<file path="src/rtl/adc_rd_pkg.sv">
package adc_rd_pkg;

  typedef enum logic [2:0] {
    ST_IDLE,
    ST_GAP,
    ST_CONV,
    ST_ENW,
    ST_HI,
    ST_LO
  } rd_state_t;

  function automatic int max_of4(input int a, input int b, input int c, input int d);
    int m;
    m = a;
    if (b > m) m = b;
    if (c > m) m = c;
    if (d > m) m = d;
    return m;
  endfunction

endpackage

</file>
<file path="src/rtl/adc_rd_seq.sv">
module adc_rd_seq
  import adc_rd_pkg::*;
#(
  parameter int DATA_W   = 16,
  parameter int GAP_CYC  = 2,
  parameter int CONV_CYC = 50,
  parameter int EN_CYC   = 2,
  parameter int SCK_HALF = 2,
  parameter int HOLD_CYC = 1
) (
  input  logic clk,
  input  logic rst,
  input  logic start_i,
  output logic cnv_o,
  output logic sck_o,
  output logic cap_o,
  output logic last_o
);

  localparam int MAXC   = max_of4(GAP_CYC, CONV_CYC, EN_CYC, SCK_HALF);
  localparam int CNT_W  = $clog2(MAXC + 1);
  localparam int BIT_W  = $clog2(DATA_W + 1);
  localparam int CAP_AT = (HOLD_CYC < SCK_HALF) ? HOLD_CYC : SCK_HALF - 1;

  localparam logic [CNT_W-1:0] GAP_END  = CNT_W'(GAP_CYC - 1);
  localparam logic [CNT_W-1:0] CONV_END = CNT_W'(CONV_CYC - 1);
  localparam logic [CNT_W-1:0] EN_END   = CNT_W'(EN_CYC - 1);
  localparam logic [CNT_W-1:0] HALF_END = CNT_W'(SCK_HALF - 1);
  localparam logic [CNT_W-1:0] CAP_TICK = CNT_W'(CAP_AT);
  localparam logic [BIT_W-1:0] LAST_IDX = BIT_W'(DATA_W - 1);

  rd_state_t        st;
  logic [CNT_W-1:0] tick;
  logic [BIT_W-1:0] nbits;

  // sampling strobe: MSB at end of enable wait, later bits after the hold margin
  always_comb begin
    cap_o  = ((st == ST_ENW) && (tick == EN_END)) ||
             ((st == ST_LO)  && (tick == CAP_TICK));
    last_o = cap_o && (st == ST_LO) && (nbits == LAST_IDX);
  end

  always_ff @(posedge clk) begin
    if (rst) begin
      st    <= ST_IDLE;
      tick  <= '0;
      nbits <= '0;
      cnv_o <= 1'b1;
      sck_o <= 1'b0;
    end else begin
      case (st)
        ST_IDLE: begin
          tick <= '0;
          if (start_i) begin
            st    <= ST_GAP;
            cnv_o <= 1'b0;
          end
        end
        ST_GAP: begin
          if (tick == GAP_END) begin
            st    <= ST_CONV;
            tick  <= '0;
            cnv_o <= 1'b1;
          end else begin
            tick <= tick + 1'b1;
          end
        end
        ST_CONV: begin
          if (tick == CONV_END) begin
            st    <= ST_ENW;
            tick  <= '0;
            cnv_o <= 1'b0;
          end else begin
            tick <= tick + 1'b1;
          end
        end
        ST_ENW: begin
          if (tick == EN_END) begin
            st    <= ST_HI;
            tick  <= '0;
            sck_o <= 1'b1;
            nbits <= BIT_W'(1);
          end else begin
            tick <= tick + 1'b1;
          end
        end
        ST_HI: begin
          if (tick == HALF_END) begin
            st    <= ST_LO;
            tick  <= '0;
            sck_o <= 1'b0;
          end else begin
            tick <= tick + 1'b1;
          end
        end
        ST_LO: begin
          if (cap_o) nbits <= nbits + 1'b1;
          if (last_o) begin
            st    <= ST_IDLE;
            tick  <= '0;
            nbits <= '0;
            cnv_o <= 1'b1;
          end else if (tick == HALF_END) begin
            st    <= ST_HI;
            tick  <= '0;
            sck_o <= 1'b1;
          end else begin
            tick <= tick + 1'b1;
          end
        end
        default: begin
          st    <= ST_IDLE;
          tick  <= '0;
          cnv_o <= 1'b1;
          sck_o <= 1'b0;
        end
      endcase
    end
  end

endmodule

</file>
<file path="src/rtl/adc_rd_shift.sv">
module adc_rd_shift #(
  parameter int DATA_W = 16
) (
  input  logic              clk,
  input  logic              rst,
  input  logic              sdo_i,
  input  logic              cap_i,
  input  logic              last_i,
  output logic [DATA_W-1:0] data_o,
  output logic              valid_o
);

  logic [DATA_W-2:0] sh;

  always_ff @(posedge clk) begin
    if (rst) begin
      sh      <= '0;
      data_o  <= '0;
      valid_o <= 1'b0;
    end else begin
      valid_o <= 1'b0;
      if (cap_i) begin
        sh <= {sh[DATA_W-3:0], sdo_i};
      end
      if (last_i) begin
        data_o  <= {sh, sdo_i};
        valid_o <= 1'b1;
      end
    end
  end

endmodule

</file>
<file path="src/rtl/adc_rd_ctrl.sv">
module adc_rd_ctrl #(
  parameter int DATA_W   = 16,
  parameter int GAP_CYC  = 2,
  parameter int CONV_CYC = 50,
  parameter int EN_CYC   = 2,
  parameter int SCK_HALF = 2,
  parameter int HOLD_CYC = 1
) (
  input  logic              clk,
  input  logic              rst,
  input  logic              start_i,
  input  logic              sdo_i,
  output logic              cnv_o,
  output logic              sck_o,
  output logic [DATA_W-1:0] data_o,
  output logic              valid_o
);

  logic cap;
  logic last;

  adc_rd_seq #(
    .DATA_W  (DATA_W),
    .GAP_CYC (GAP_CYC),
    .CONV_CYC(CONV_CYC),
    .EN_CYC  (EN_CYC),
    .SCK_HALF(SCK_HALF),
    .HOLD_CYC(HOLD_CYC)
  ) u_seq (
    .clk    (clk),
    .rst    (rst),
    .start_i(start_i),
    .cnv_o  (cnv_o),
    .sck_o  (sck_o),
    .cap_o  (cap),
    .last_o (last)
  );

  adc_rd_shift #(
    .DATA_W(DATA_W)
  ) u_shift (
    .clk    (clk),
    .rst    (rst),
    .sdo_i  (sdo_i),
    .cap_i  (cap),
    .last_i (last),
    .data_o (data_o),
    .valid_o(valid_o)
  );

endmodule

</file>
<file path="config.mk">
export PLATFORM = sky130hd
export DESIGN_NAME = adc_rd_ctrl
export DESIGN_NICKNAME = d
export VERILOG_FILES = /design/src/rtl/adc_rd_pkg.sv /design/src/rtl/adc_rd_seq.sv /design/src/rtl/adc_rd_shift.sv /design/src/rtl/adc_rd_ctrl.sv
export SDC_FILE = /design/constraint.sdc
export NUM_CORES = 1
export LEC_CHECK = 0
export ABC_AREA = 1
export BUFFER_PORTS_ARGS = -buffer_cell sky130_fd_sc_hd__buf_2
export CAP_MARGIN = 20
export CORE_ASPECT_RATIO = 0.9
export CORE_UTILIZATION = 60
export CTS_BUF_LIST = sky130_fd_sc_hd__clkbuf_4 sky130_fd_sc_hd__clkbuf_8
export CTS_CLUSTER_SIZE = 25
export DETAILED_ROUTE_END_ITERATION = 6
export PLACE_DENSITY = 0.81
export SYNTH_ARGS = -nofsm -noshare
export SYNTH_HDL_FRONTEND = slang
export SYNTH_SLANG_ARGS = --single-unit
</file>
<file path="constraint.sdc">
create_clock -name clk -period 2 [get_ports clk]
set_input_delay 0.3 -clock clk [delete_from_list [all_inputs] [get_ports clk]]
set_output_delay 0.3 -clock clk [all_outputs]
set_load 0.02 [all_outputs]
</file>
==> flow_metrics.tcl, run 1 <==
set metrics [dict create \
    wl_per_cell_um 11.5 \
    synth_top_family_by_area "simple AND/OR/NAND/NOR gates" \
    power.leakage_nw 1.03 \
    holdCritPathClass "input pin to flop" \
    grt_max_degree 23 \
    port_buffers 22 \
    syn2layout_area_growth_pct 10.8 \
    cts-resized-gates 0 \
    rsz0062_at_grt "no" \
    power.density_mw_per_mm2 897 \
    worst-setup-path-type "flop to flop" \
    period_needed_ns 1.73 \
    synthesis.area_mm2 0.00208 \
    utilization 0.725 \
    cp-end-kind "flop" \
    drive_gt1_frac 0.185 \
    grt_use_total 0.240 \
    path_clk_slew_ns 0.09 \
    cts_tree "done" \
    setup_violations 0 \
    crit_arrival_ns 1.97 \
    synthTopCellsByArea "dfxtp_1 46%, nand2_1 8.8%, nor2_1 8.5%, nand3_1 6.7%, a21oi_1 6.2%" \
    dr.pass1.iters 4 \
    clock_path_buffers 2 \
    syn_avg_cell_area_um2 7.63 \
    worst_pin_slew_ns 0.486 \
    die-area_mm2 0.00371 \
    synth_compound_area_frac 0.132 \
    maxSlewHeadroom 0.675 \
    num_antenna_cells 0 \
    critPathMaxFanout 15 \
    ctsHoldBuffers 0 \
    yosysTopAreaCellShare 0.461 \
    io_pins 23 \
    tns_ns 0 \
    clkLatencyLatePin_ns 0.30 \
    drv_cap 0 \
    synth.mux.area_fraction 0 \
    fp-row-count 19 \
    synth_warnings 0 \
    die_width_um 64.1 \
    hold_violations 0 \
    core_area_mm2 0.00319 \
    worstPathRequired_ns 2.24 \
    yosys.area_share.simple 0.298 \
    syn_inst 273 \
    yosys_register_bits 48 \
    outcome "finished clean" \
    cts_inserted_buffers 5 \
    startpoint_type "flop" \
    final_max_slew_viol_count 0 \
    finalCritPeriodShare 0.864 \
    final_nets 303 \
    grt_pass1_wl_um 6910 \
    drc 0 \
    skew_ns 0.00830 \
    clock_tree.root_cell "clkbuf_8" \
    fmax_mhz 578 \
    yosys.area.top_type "dfxtp_1" \
    ant_nets 0 \
    first_global_vias 1565 \
    place_congestion 0.846 \
    start_util 0.654 \
    drt_wl_total_um 3890 \
    grt-ovfl-total 0 \
    via_count 1738 \
    synth_cell_type_count 30 \
    vias_per_cell 5.13 \
    syn_nets 280 \
    post-cts-setup-buffers 0 \
    yosysSeqAreaShare 0.461 \
    antenna_found_initial 0 \
    drt-initial-drc-count 96 \
    htree_levels 2 \
    synth_adder_area_share 0.0180 \
    peakVddDrop_uv 596 \
    die_h_um 57.9 \
    clkSinkCount 48 \
    synth_xor_area_frac 0.0168 \
    dp_hpwl_um 2750 \
]
report_power, final:
| part | internal (W) | switching [W] | leakage (nW) |
|---|---|---|---|
| sequential | 0.00101 | 0.0000584 | 0.387 |
| clock | 0.000280 | 0.000319 | 0.0434 |
| combinational | 0.000139 | 0.000268 | 0.600 |
cell usage in the layout (no fill, tap or decap):
cell type	n
a21oi_4	1
buf_2	22
o21ai_1	8
nor3_1	1
nor2_1	47
o21ai_2	1
nand2_2	2
nand3_1	28
nor2_8	1
o21ai_0	11
nor2_4	1
inv_4	2
clkinvlp_4	2
xor2_1	2
a21oi_2	2
dfxtp_1	48
xnor2_1	2
o211ai_1	1
nand2_1	49
nand3_2	1
clkbuf_8	6
inv_1	14
nand3_4	1
buf_4	6
a21oi_1	26
ha_1	3
inv_2	2
nand4_1	1
nand3b_1	1
nor2_2	5
synth_stat cells:
library cell / instances
a21oi_1: 26
a21oi_2: 2
a21oi_4: 1
buf_2: 4
buf_4: 2
buf_6: 3
clkbuf_1: 3
dfxtp_1: 48
ha_1: 3
inv_1: 14
inv_2: 2
inv_4: 2
nand2_1: 49
nand2_2: 2
nand3_1: 28
nand3_2: 1
nand3_4: 1
nand3b_1: 1
nand4_1: 1
nor2_1: 47
nor2_2: 5
nor2_4: 1
nor2_8: 1
nor3_1: 1
o211ai_1: 1
o21ai_0: 11
o21ai_1: 8
o21ai_2: 1
xnor2_1: 2
xor2_1: 2
layout make-up:
type,instances,area (µm²)
clock buffer,6,82.6
clock inverter,2,15.0
fill,269,877
inverter,18,72.6
multi-input combinational,195,970
sequential,48,961
tap,42,52.6
timing repair buffer,28,155
per-stage QoR:
| stage | total power, W | setup slack (ns) | instance area, µm² | cells | hold WS, ns |
|---|---|---|---|---|---|
| floorplan | 0.00142 | 0.558 | 2080 | 273 | 0.369 |
| global placement | 0.00148 | 0.363 | 2210 | 331 | 0.439 |
| detailed placement | 0.00149 | 0.306 | 2210 | 331 | 0.446 |
| CTS | 0.00208 | 0.280 | 2310 | 339 | 0.270 |
| global route | 0.00221 | 0.123 | 2310 | 339 | 0.271 |
| finish | 0.00207 | 0.271 | 2310 | 339 | 0.282 |
worst paths after layout:
| kind | from | to | slack (ns) | cells after the start |
|---|---|---|---|---|
| max | u_seq.tick[0]$_SDFF_PP0_ | u_shift.sh[6]$_SDFFE_PP0P_ | 0.27 | 6 |
| min reg2reg | u_seq.cnv_o$_SDFFE_PP1P_ | u_seq.cnv_o$_SDFFE_PP1P_ | 0.46 | 2 |
| max reg2reg | u_seq.tick[0]$_SDFF_PP0_ | u_shift.sh[6]$_SDFFE_PP0P_ | 0.27 | 6 |
| min | sdo_i | u_shift.data_o[0]$_SDFFE_PP0P_ | 0.28 | 3 |
worst max-delay path: stages (launching register included):
cell and delay [ns]:
dfxtp_1 0.41, ha_1 0.26, nand3_4 0.15, a21oi_4 0.39
buf_4 0.25, o21ai_0 0.10, nor2_1 0.11
flip-flops by register name, summed over array words and instances, names as in the netlist:
name,flops
u_shift.valid_o,1
u_seq.tick,6
u_seq.cnv_o,1
u_shift.data_o,16
u_shift.sh,15
u_seq.sck_o,1
u_seq.nbits,5
u_seq.st,3
logic make-up (layout without fill, tap and decap cells):
logic type                 Yosys count  in the layout
AOI/OAI and AO/OA                   50             50
xor gates and xnor gates             4              4
adders and majority gates            3              3
buffers and inverters               30             54
DFF                                 48             48
and+or+nand+nor                    138            138
per-layer routing:
layer / GRT usage / wire (µm) / up-vias
met3: 0.0591 / 200 / 2
met1: 0.342 / 2030 / 753
met2: 0.363 / 1650 / 46
met4: 0.0698 / 16 / 0
li1: - / - / 937
met5: 0 / 0 / -
No activity file was read; power rests on OpenSTA's default activity.
==> inputs of run 2 (changes only) <==
ABC_AREA = default   (was 1)
SYNTH_HIERARCHICAL = 1   (was default)
==> flow_metrics.tcl, run 2 <==
set metrics [dict create \
    drt_wl_total_um 4050 \
    cts_tree "done" \
    first_global_vias 1524 \
    final_max_slew_viol_count 0 \
    yosys-top-cells-count "48 x dfxtp_1, 40 x nor2_1, 31 x mux2i_1, 10 x nor3_1" \
    syn_inst 205 \
    vias_per_cell 5.83 \
    yosys.area.top_type "dfxtp_1" \
    dr.pass1.iters 4 \
    skew_ns 0.00631 \
    yosysSeqAreaShare 0.470 \
    peakVddDrop_uv 494 \
    synthesis.area_mm2 0.00204 \
    register_area_um2 961 \
    async_flop_share 0 \
    dp_hpwl_um 2680 \
    hold_violations 0 \
    num_antenna_cells 0 \
    grt_max_degree 32 \
    synth_flop_cell "dfxtp_1" \
    grt-ovfl-total 0 \
    worstPathRequired_ns 2.17 \
    synth.mux.area_fraction 0.152 \
    utilization 0.741 \
    fp-row-count 19 \
    synth_warnings 6 \
    grt_pass1_wl_um 7080 \
    internal-power_w 0.00163 \
    yosys_register_bits 48 \
    layout_common_cells "48 x dfxtp_1, 40 x nor2_1, 31 x mux2i_1" \
    synth_xor_area_frac 0.0300 \
    multiInputGateArea_um2 975 \
    cp-end-kind "flop" \
    startpoint_type "flop" \
    fmax_mhz 544 \
    layout_commonest_cell "dfxtp_1" \
    antenna_found_initial 0 \
    seqPwrFrac 0.489 \
    core_area_mm2 0.00314 \
    maxSlewHeadroom 0.667 \
    tns_ns 0 \
    wl_per_cell_um 15.0 \
    path_clk_slew_ns 0.08 \
    yosysTopAreaCellShare 0.470 \
    die_h_um 57.4 \
    die_width_um 63.5 \
    holdCritPathClass "input pin to flop" \
    syn_avg_cell_area_um2 9.97 \
    synth_adder_area_share 0.0184 \
    yosys.area_share.simple 0.192 \
    final_area_mm2 0.00233 \
    worstPathCellList "nor3b_4, nand2_4, nor3_2, buf_4, mux2i_1, nor2_1" \
    clock_tree.root_cell "clkbuf_8" \
    outcome "finished clean" \
    critPathMaxFanout 17 \
    syn_nets 212 \
    drt-initial-drc-count 181 \
    rsz0062_at_grt "no" \
    synth_edf_count 0 \
    largest_register_ffs 16 \
    syn2layout_area_growth_pct 13.8 \
    synth_cell_type_count 38 \
    fillCellCount 245 \
    synth_top_family_by_area "simple AND/OR/NAND/NOR gates" \
    crit_arrival_ns 2.01 \
    power.net_switching_w 0.000380 \
    finalCritPeriodShare 0.920 \
    htree_levels 2 \
    clkLatencyLatePin_ns 0.29 \
    ctsHoldBuffers 0 \
    final_nets 234 \
    post-cts-setup-buffers 0 \
    synthTopCellsByArea "dfxtp_1 47%, mux2i_1 15%, nor2_1 7.3%, nor3_1 2.4%, buf_12 2.0%" \
    synth_compound_area_frac 0.0808 \
    cp_slowest_cell "dfxtp_1" \
    switching_share 0.189 \
    start_util 0.652 \
    clkSinkCount 48 \
    clock_path_buffers 2 \
    ant_nets 0 \
    cpPeakStageDelay_ns 0.47 \
    worst_pin_slew_ns 0.499 \
    reg.largest.list "u_shift/data_o x16, u_shift/sh x15, u_seq/tick x6" \
    cts_inserted_buffers 5 \
    drv_cap 0 \
    worst-setup-path-type "flop to flop" \
    setup_violations 0 \
    power.density_mw_per_mm2 863 \
    cts-resized-gates 0 \
    clkPwrFrac 0.464 \
    comb_power_share 0.047 \
    port_buffers 22 \
    power.leakage_nw 0.866 \
    dpl-instance-area_mm2 0.00217 \
    drive_gt1_frac 0.202 \
    via_count 1574 \
    drc 0 \
    period_needed_ns 1.84 \
    grt_use_total 0.248 \
    die-area_mm2 0.00365 \
    largest_register "u_shift/data_o" \
    yosysMostFrequentCell "dfxtp_1" \
    place_congestion 0.928 \
    io_pins 23 \
]
## run 2: power by group through the flow
stage	combinational [W]	sequential, W	clock (W)
global route	0.000104	0.000984	0.000990
detailed placement	0.0000921	0.00100	0
floorplan	0.0000646	0.00100	0
global placement	0.0000883	0.00100	0
CTS	0.0000935	0.000981	0.000945
finish	0.0000948	0.000981	0.000931
## run 2: worst max-delay path, delay by kind of cell, from the launching register on
| family | cells | cell delay (ns) |
|---|---|---|
| buffers and inverters | 1 | 0.31 |
| flip-flops | 1 | 0.47 |
| multiplexers | 1 | 0.27 |
| AND/OR/NAND/NOR | 4 | 0.68 |
## run 2: path summary, 6_finish.rpt
check | to | depth (start not counted) | slack (ns) | startpoint
worst max-delay path | u_shift/data_o[9]$_SDFFE_PP0P_ | 6 | 0.16 | u_seq/st[0]$_SDFFE_PP0P_
worst min-delay path | u_shift/sh[0]$_SDFFE_PP0P_ | 3 | 0.29 | sdo_i
worst max register to register | u_shift/data_o[9]$_SDFFE_PP0P_ | 6 | 0.16 | u_seq/st[0]$_SDFFE_PP0P_
worst min register to register | u_seq/nbits[4]$_SDFFE_PP0P_ | 2 | 0.49 | u_seq/nbits[4]$_SDFFE_PP0P_
## run 2: stage by stage
step                      hold slack (ns)  power, W  std cells  worst slack [ns]
final                               0.291   0.00201        270             0.160
after global routing                0.283   0.00208        270            0.0269
after CTS                           0.285   0.00202        270             0.145
after detailed placement            0.471   0.00110        262             0.193
after global placement              0.459   0.00109        262             0.278
after floorplan                     0.372   0.00107        205             0.200
## run 2: layout make-up
| type | instances | share of cell area |
|---|---|---|
| flip-flops and latches | 48 | 0.413 |
| inverters | 3 | 0.00484 |
| clock buffers | 5 | 0.0296 |
| clock inverters | 3 | 0.0387 |
| well taps | 42 | 0.0226 |
| multi-input cells | 141 | 0.419 |
| repair buffers | 28 | 0.0721 |
## run 2: cells by family (layout without fill, tap and decap cells)
group | Yosys count | count (layout)
compound gates | 24 | 24
flops | 48 | 48
simple gates | 76 | 76
fa+ha+maj | 3 | 3
buf+inv | 16 | 39
xor+xnor | 7 | 7
mux | 31 | 31
## run 2: routing by layer
metal / share of wire / vias to the layer above / global-route usage
li1: - / 758 / -
met1: 0.44 / 736 / 0.317
met2: 0.47 / 65 / 0.398
met3: 0.061 / 15 / 0.0540
met4: 0.026 / 0 / 0.123
met5: 0 / - / 0
==> inputs of run 3 (changes only) <==
ABC_AREA = 1   (was default)
SETUP_SLACK_MARGIN = 0.05   (was default)
==> flow_metrics.tcl, run 3 <==
set metrics [dict create \
    outcome "finished clean" \
    cts-resized-gates 0 \
    seqPwrFrac 0.492 \
    power.density_mw_per_mm2 868 \
    final_area_mm2 0.00244 \
    layout_common_cells "81 x nand2_1, 69 x nor2_1, 48 x dfxtp_1" \
    fmax_mhz 593 \
    layout_commonest_cell "nand2_1" \
    cts_tree "done" \
    reg.largest.list "u_shift/data_o x16, u_shift/sh x15, u_seq/tick x6" \
    period_needed_ns 1.69 \
    syn_inst 312 \
    synth_flop_cell "dfxtp_1" \
    synth_cell_type_count 29 \
    fp-row-count 20 \
    switching_share 0.307 \
    rsz0062_at_grt "no" \
    syn_nets 319 \
    start_util 0.646 \
    place_congestion 0.871 \
    grt_pass1_wl_um 6340 \
    startpoint_type "flop" \
    final_max_slew_viol_count 0 \
    dpl-instance-area_mm2 0.00234 \
    first_global_vias 1494 \
    worst_pin_slew_ns 0.400 \
    dr.pass1.iters 4 \
    core_area_mm2 0.00345 \
    dp_hpwl_um 2690 \
    port_buffers 22 \
    synth_edf_count 0 \
    crit_arrival_ns 1.87 \
    worstPathRequired_ns 2.19 \
    hp-start "rst" \
    via_count 1821 \
    tns_ns 0 \
    clkLatencyLatePin_ns 0.30 \
    clock_path_buffers 2 \
    largest_register "u_shift/data_o" \
    setup_violations 0 \
    syn_avg_cell_area_um2 7.15 \
    largest_register_ffs 16 \
    yosys.area.top_type "dfxtp_1" \
    internal-power_w 0.00147 \
    synth_warnings 6 \
    worstPathCellList "inv_1, ha_1, nand2_1, nor2_4, nand2_4, clkinv_2, o211a_1" \
    vias_per_cell 4.82 \
    worst-setup-path-type "flop to flop" \
    synthesis.area_mm2 0.00223 \
    grt_max_degree 34 \
    grt-ovfl-total 0 \
    clkPwrFrac 0.287 \
    comb_power_share 0.221 \
    cts_inserted_buffers 5 \
    drv_cap 0 \
    final_nets 340 \
    yosysSeqAreaShare 0.431 \
    finalCritPeriodShare 0.843 \
    fin_ws_ns 0.315 \
    syn2layout_area_growth_pct 9.32 \
    yosysMostFrequentCell "nand2_1" \
    htree_levels 2 \
    antenna_found_initial 0 \
    ctsHoldBuffers 0 \
    r2r-start "u_seq/tick[1]$_SDFF_PP0_" \
    wl_per_cell_um 10.1 \
    async_flop_share 0 \
    drive_gt1_frac 0.201 \
    power.leakage_nw 1.10 \
    maxSlewHeadroom 0.733 \
    die_h_um 59.8 \
    hold_violations 0 \
    crit_start "u_seq/tick[1]$_SDFF_PP0_" \
    clkSinkCount 48 \
    reg2reg_slack_ns 0.31 \
    ant_nets 0 \
    peakVddDrop_uv 466 \
    drt_wl_total_um 3810 \
    drt-initial-drc-count 97 \
    grt_use_total 0.212 \
    hold_path_depth 2 \
    rr_endpoint "u_seq/nbits[0]$_SDFFE_PP0P_" \
    num_antenna_cells 0 \
    path_clk_slew_ns 0.08 \
    synthTopCellsByArea "dfxtp_1 43%, nand2_1 14%, nor2_1 12%, inv_1 5.4%, nor2_2 3.4%" \
    cpPeakStageDelay_ns 0.36 \
    skew_ns 0.00480 \
    clock_tree.root_cell "clkbuf_8" \
    die_width_um 66.3 \
    cp_slowest_cell "dfxtp_1" \
    critPathMaxFanout 33 \
    dpl_worst_slack_ns 0.336 \
    ff2ff_path_depth 7 \
    yosys-top-cells-count "81 x nand2_1, 69 x nor2_1, 48 x dfxtp_1, 32 x inv_1, 12 x nor2_2" \
    io_pins 23 \
    power.net_switching_w 0.000649 \
    post-cts-setup-buffers 0 \
    yosys_register_bits 48 \
    hold_end "u_seq/nbits[1]$_SDFFE_PP0P_" \
    drc 0 \
    holdCritPathClass "input pin to flop" \
    yosysTopAreaCellShare 0.431 \
    die-area_mm2 0.00396 \
    cp-end-kind "flop" \
]
[run 3: changes by cell type after synthesis, sizes merged, moves of 3 or more]
cell	before	now
nand2	4	90
nor2	40	84
clkbuf	3	0
nor3	10	0
mux2i	31	0
nand2b	4	0
inv	3	38
[run 3: critical path: cells and delay by family (launching register included)]
kind            cells  cell delay, ns
buf+inv             2            0.38
flops               1            0.36
compound gates      1            0.34
simple gates        3            0.27
fa+ha+maj           1            0.22
[run 3: cells by family (layout without fill, tap and decap cells)]
| kind of cell | count (synthesis) | count (layout) | share of synthesized area |
|---|---|---|---|
| xor gates and xnor gates | 5 | 5 | 0.0196 |
| buffers and inverters | 50 | 72 | 0.105 |
| AOI/OAI and AO/OA | 19 | 19 | 0.0606 |
| and+or+nand+nor | 187 | 187 | 0.367 |
| DFF | 48 | 48 | 0.431 |
| adders and majority gates | 3 | 3 | 0.0168 |
[run 3: cell type report]
type | count | area [µm²]
well taps | 44 | 55.1
fillers | 309 | 1020
repair buffers | 24 | 138
inverters | 40 | 151
clock buffers | 8 | 97.6
flip-flops and latches | 48 | 961
multi-input cells | 214 | 1030
[run 3: per-stage QoR]
| step | utilization | hold slack [ns] | instances | total power (W) |
|---|---|---|---|---|
| after floorplan | - | 0.369 | 312 | 0.00144 |
| after global routing | 0.706 | 0.266 | 378 | 0.00224 |
| after CTS | 0.706 | 0.258 | 378 | 0.00212 |
| after global placement | 0.678 | 0.447 | 370 | 0.00151 |
| final | 0.706 | 0.275 | 378 | 0.00212 |
| after detailed placement | 0.678 | 0.461 | 370 | 0.00153 |
[run 3: power groups by stage]
| stage | Clock (W) | Combinational, W | Sequential (W) |
|---|---|---|---|
| floorplan | 0 | 0.000373 | 0.00107 |
| global placement | 0 | 0.000454 | 0.00106 |
| detailed placement | 0 | 0.000463 | 0.00106 |
| CTS | 0.000618 | 0.000465 | 0.00104 |
| global route | 0.000664 | 0.000528 | 0.00105 |
| finish | 0.000607 | 0.000468 | 0.00104 |
[run 3: worst max path at each step]
stage / cells past startpoint / end / slack [ns]
global placement: 7 / u_seq/nbits[0]$_SDFFE_PP0P_ / 0.38
global route: 9 / u_shift/sh[2]$_SDFFE_PP0P_ / 0.14
floorplan: 10 / u_shift/data_o[11]$_SDFFE_PP0P_ / 0.53
CTS: 7 / u_seq/nbits[0]$_SDFFE_PP0P_ / 0.32
detailed placement: 7 / u_seq/nbits[0]$_SDFFE_PP0P_ / 0.34
finish: 7 / u_seq/nbits[0]$_SDFFE_PP0P_ / 0.31
[run 3: metal layers]
metal	routed length, µm	vias to the layer above	track usage
met5	0	-	0
met3	218	6	0.0515
met1	1980	780	0.292
met4	55	0	0.0821
met2	1550	52	0.321
li1	-	983	-
